$ cat config.mk
export PLATFORM = sky130hd
export DESIGN_NAME = main_ctrl_decoder
export DESIGN_NICKNAME = d
export VERILOG_FILES = /design/src/rtl/main_ctrl_pkg.sv /design/src/rtl/mc_opcode_classify.sv /design/src/rtl/mc_vector_gen.sv /design/src/rtl/main_ctrl_decoder.sv
export SDC_FILE = /design/constraint.sdc
export NUM_CORES = 1
export LEC_CHECK = 0
export BUFFER_PORTS_ARGS = -buffer_cell sky130_fd_sc_hd__buf_4
export CORE_AREA = 2 2 39 41
export DETAILED_ROUTE_END_ITERATION = 16
export DIE_AREA = 0 0 41 43
export SYNTH_ARGS = -nofsm -noshare
export SYNTH_HDL_FRONTEND = slang
export SYNTH_SLANG_ARGS = --single-unit
$ cat constraint.sdc
create_clock -name vclk -period 1.3
set_input_delay 0.065 -clock vclk [all_inputs]
set_output_delay 0.065 -clock vclk [all_outputs]
set_load 0.005 [all_outputs]
$ cat src/rtl/main_ctrl_pkg.sv
package main_ctrl_pkg;

    localparam int OPC_W   = 6;
    localparam int CLASS_W = 2;

    typedef enum logic [2:0] {
        KIND_NONE  = 3'd0,
        KIND_REG   = 3'd1,
        KIND_LOAD  = 3'd2,
        KIND_STORE = 3'd3,
        KIND_BEQ   = 3'd4
    } op_kind_e;

    localparam logic [CLASS_W-1:0] CLS_ADD   = 2'b00;
    localparam logic [CLASS_W-1:0] CLS_SUB   = 2'b01;
    localparam logic [CLASS_W-1:0] CLS_FUNCT = 2'b10;

    typedef struct packed {
        logic                dst_rd;
        logic                src_imm;
        logic                wb_mem;
        logic                reg_we;
        logic                mem_re;
        logic                mem_we;
        logic                br_eq;
        logic [CLASS_W-1:0]  alu_cls;
    } ctrl_vec_t;

endpackage

$ cat src/rtl/mc_opcode_classify.sv
module mc_opcode_classify
    import main_ctrl_pkg::*;
#(
    parameter int unsigned OPC_REG   = 0,
    parameter int unsigned OPC_LOAD  = 35,
    parameter int unsigned OPC_STORE = 43,
    parameter int unsigned OPC_BEQ   = 4
) (
    input  logic [OPC_W-1:0] opcode_i,
    output op_kind_e         kind_o
);

    localparam logic [OPC_W-1:0] K_REG   = OPC_W'(OPC_REG);
    localparam logic [OPC_W-1:0] K_LOAD  = OPC_W'(OPC_LOAD);
    localparam logic [OPC_W-1:0] K_STORE = OPC_W'(OPC_STORE);
    localparam logic [OPC_W-1:0] K_BEQ   = OPC_W'(OPC_BEQ);

    always_comb begin
        case (opcode_i)
            K_REG:   kind_o = KIND_REG;
            K_LOAD:  kind_o = KIND_LOAD;
            K_STORE: kind_o = KIND_STORE;
            K_BEQ:   kind_o = KIND_BEQ;
            default: kind_o = KIND_NONE;
        endcase
    end

endmodule

$ cat src/rtl/mc_vector_gen.sv
module mc_vector_gen
    import main_ctrl_pkg::*;
(
    input  op_kind_e  kind_i,
    output ctrl_vec_t ctrl_o
);

    always_comb begin
        ctrl_o = '0;
        unique case (kind_i)
            KIND_REG: begin
                ctrl_o.dst_rd  = 1'b1;
                ctrl_o.reg_we  = 1'b1;
                ctrl_o.alu_cls = CLS_FUNCT;
            end
            KIND_LOAD: begin
                ctrl_o.src_imm = 1'b1;
                ctrl_o.wb_mem  = 1'b1;
                ctrl_o.reg_we  = 1'b1;
                ctrl_o.mem_re  = 1'b1;
                ctrl_o.alu_cls = CLS_ADD;
            end
            KIND_STORE: begin
                ctrl_o.src_imm = 1'b1;
                ctrl_o.mem_we  = 1'b1;
                ctrl_o.alu_cls = CLS_ADD;
            end
            KIND_BEQ: begin
                ctrl_o.br_eq   = 1'b1;
                ctrl_o.alu_cls = CLS_SUB;
            end
            KIND_NONE: begin
                ctrl_o = '0;
            end
            default: begin
                ctrl_o = '0;
            end
        endcase
    end

endmodule

$ cat src/rtl/main_ctrl_decoder.sv
module main_ctrl_decoder
    import main_ctrl_pkg::*;
#(
    parameter int unsigned OPC_REG   = 0,
    parameter int unsigned OPC_LOAD  = 35,
    parameter int unsigned OPC_STORE = 43,
    parameter int unsigned OPC_BEQ   = 4
) (
    input  logic [5:0] opcode_i,
    output logic       dst_sel_rd_o,
    output logic       alu_src_imm_o,
    output logic       wb_from_mem_o,
    output logic       reg_wr_en_o,
    output logic       mem_rd_en_o,
    output logic       mem_wr_en_o,
    output logic       branch_eq_o,
    output logic [1:0] alu_class_o
);

    op_kind_e  kind;
    ctrl_vec_t ctrl;

    mc_opcode_classify #(
        .OPC_REG   (OPC_REG),
        .OPC_LOAD  (OPC_LOAD),
        .OPC_STORE (OPC_STORE),
        .OPC_BEQ   (OPC_BEQ)
    ) u_classify (
        .opcode_i (opcode_i),
        .kind_o   (kind)
    );

    mc_vector_gen u_gen (
        .kind_i (kind),
        .ctrl_o (ctrl)
    );

    assign dst_sel_rd_o  = ctrl.dst_rd;
    assign alu_src_imm_o = ctrl.src_imm;
    assign wb_from_mem_o = ctrl.wb_mem;
    assign reg_wr_en_o   = ctrl.reg_we;
    assign mem_rd_en_o   = ctrl.mem_re;
    assign mem_wr_en_o   = ctrl.mem_we;
    assign branch_eq_o   = ctrl.br_eq;
    assign alu_class_o   = ctrl.alu_cls;

    // Guards relating the raw opcode port to the generator's output.
    always_comb begin
        // register write only for the register and load opcodes
        p_regwe_src_r6: assert (!reg_wr_en_o ||
                                opcode_i == 6'(OPC_REG) || opcode_i == 6'(OPC_LOAD))
            else $error("reg write for opcode %0d", opcode_i);
        // memory enables exclusive and tied to their opcodes
        p_mem_excl_r7: assert ($onehot0({mem_rd_en_o, mem_wr_en_o}))
            else $error("read and write both high");
        p_memwe_src_r7: assert (!mem_wr_en_o || opcode_i == 6'(OPC_STORE))
            else $error("mem write for opcode %0d", opcode_i);
        // branch flag comes with a subtract class
        p_br_sub_r4: assert (!branch_eq_o || alu_class_o == CLS_SUB)
            else $error("branch without subtract");
        // unknown opcodes are fully inert
        p_unknown_idle_r5: assert (opcode_i == 6'(OPC_REG) || opcode_i == 6'(OPC_LOAD) ||
                                   opcode_i == 6'(OPC_STORE) || opcode_i == 6'(OPC_BEQ) ||
                                   ctrl == '0)
            else $error("unknown opcode %0d not inert", opcode_i);
    end

endmodule

==> flow_summary.yaml <==
sta:
  final.period_utilization: 0.8942
  slew_headroom: 0.8299
  hold_viol: 0
  setup_violations: 0
  whs_ns: 0.3793
  max_freq_mhz: 860.3
  final_max_slew_viol_count: 0
  rsz0062_at_grt: "no"
  max_slew.worst_pin.slew_ns: 0.2547
  tns_ns: 0
  period_minus_slack_ns: 1.162
synth:
  syn_area_sq_um: 100.1
  synthCells: 13
  postSynthAreaPerCell_sq_um: 7.700
  ys_seq_area_frac: 0
  ys_warn_count: 0
  synthDistinctLibCells: 10
  mappedNetlistNets: 19
setup_path:
  critPathCaptureType: "output port"
  path_buf_inv: 2
  crit_arrival_ns: 1.10
  slowest_stage: "or4_4"
  crit_path_cell_trace: "buf_4, or4_4, nor3b_2, buf_4"
  crit_cells: 4
  start_kind: "input port"
  crit_top_cell: "buf_4"
  crit_family: "simple AND/OR/NAND/NOR gates"
  required_ns: 1.24
  crit_type: "input port to output port"
  cp-startpoint: "opcode_i[0]"
  crit_fanout: 4
  worst_path_largest_cell_delay_ns: 0.55
  cp-endpoint: "alu_class_o[0]"
route:
  drc: 0
  num_vias: 156
  vias_per_cell: 3.714
  ant_nets: 0
  wl_per_cell_microns: 8.667
  drt-pass1-iter-count: 1
  drt_iter0_drc: 0
  wirelength_microns: 364
floorplan:
  core_area_sq_um: 1384
  start_util: 0.07233
  die_h_microns: 43
  die_area_sq_um: 1763
  io_pins: 15
  rows: 14
  die_x_microns: 41
clock_tree:
  cts.repair.resized: 0
  postCtsSetupBuffers: 0
  hold_buffers: 0
final_layout:
  layout_commonest_cell: "buf_4"
  seq_cell_count: 0
  fillers: 166
  area_delta_synth_final_pct: 117.5
  clock_buffer_count: 0
  ff_latch_area_sq_um: 0
  final_cell_mix: "15 x buf_4, 3 x nor3_1"
  layout.nets: 34
  drive_above_1_share: 0.6923
  antenna_cells: 0
place:
  port_buffers: 15
  place_congestion: 0.4182
global_route:
  grt.total_usage: 0.03197
  grt_pass1_wl_microns: 414
  grt_overflow: 0
  grt_max_degree: 8
  grt_pass1_vias: 106
  antenna_found_initial: 0
power_and_ir_drop:
  power_density_nw_per_um2: 170.9
  ir_worst_vdd_uv: 20.35
  p_total_uw: 37.21
  leakagePower_uw: 0.00009217
outcome:
  status: "finished, final reports clean"
job:
  drv_cap: 0
min_path:
  min_path_type: "input port to output port"
==> routing by layer <==
| metal | up-vias | share of wire | global-route usage |
|---|---|---|---|
| met5 | - | 0 | 0 |
| met4 | 0 | 0 | 0 |
| met3 | 0 | 0.14 | 0 |
| met2 | 10 | 0.49 | 0.06563 |
| met1 | 68 | 0.37 | 0.03481 |
| li1 | 78 | - | - |
==> worst min path at each step <==
stage,from,to,slack [ns],depth (start not counted)
after floorplan,opcode_i[4],reg_wr_en_o,0.15,1
after global placement,opcode_i[4],reg_wr_en_o,0.38,3
after detailed placement,opcode_i[4],reg_wr_en_o,0.38,3
after CTS,opcode_i[4],reg_wr_en_o,0.38,3
after global routing,opcode_i[4],reg_wr_en_o,0.39,3
final,opcode_i[4],reg_wr_en_o,0.38,3
==> stage by stage <==
step / instances / util / instance area, sq um / setup slack, ns
floorplan: 13 / - / 100.1 / 0.2690
global placement: 42 / 0.1573 / 217.7 / 0.1364
detailed placement: 42 / 0.1573 / 217.7 / 0.1349
CTS: 42 / 0.1573 / 217.7 / 0.1321
global route: 42 / 0.1573 / 217.7 / 0.08751
finish: 42 / 0.1573 / 217.7 / 0.1376
==> logic make-up (layout without fill, tap and decap cells) <==
logic type / count (synthesis) / in the layout / share of synthesized area
AO/OA/AOI/OAI: 1 / 1 / 0.1500
buffers and inverters: 2 / 15 / 0.1500
AND/OR/NAND/NOR: 10 / 10 / 0.6999
==> area by class of cell <==
cell class	instances	area, sq um	area share
multi-input combinational	11	85.08	0.3908
tap	16	20.02	0.09195
timing repair buffer	15	112.6	0.5172
==> Yosys cell counts <==
| cell | instances | share of area |
|---|---|---|
| nor2_1 | 1 | 0.037 |
| nand3_1 | 1 | 0.050 |
| nand4b_1 | 1 | 0.088 |
| nor3_1 | 3 | 0.15 |
| a2111oi_2 | 1 | 0.15 |
| or4_4 | 1 | 0.11 |
| buf_4 | 2 | 0.15 |
| nor3b_2 | 1 | 0.12 |
| nor3b_1 | 1 | 0.075 |
| or3_1 | 1 | 0.063 |
==> report_power, final <==
| part | leakage, uW | switching [uW] | total (uW) | internal (uW) |
|---|---|---|---|---|
| Sequential | 0 | 0 | 0 | 0 |
| Combinational | 0.0000922 | 16.5 | 37.2 | 20.7 |
| Clock | 0 | 0 | 0 | 0 |
| Total | 0.0000922 | 16.5 | 37.2 | 20.7 |
Note: power is estimated with default switching activity, not from simulation.
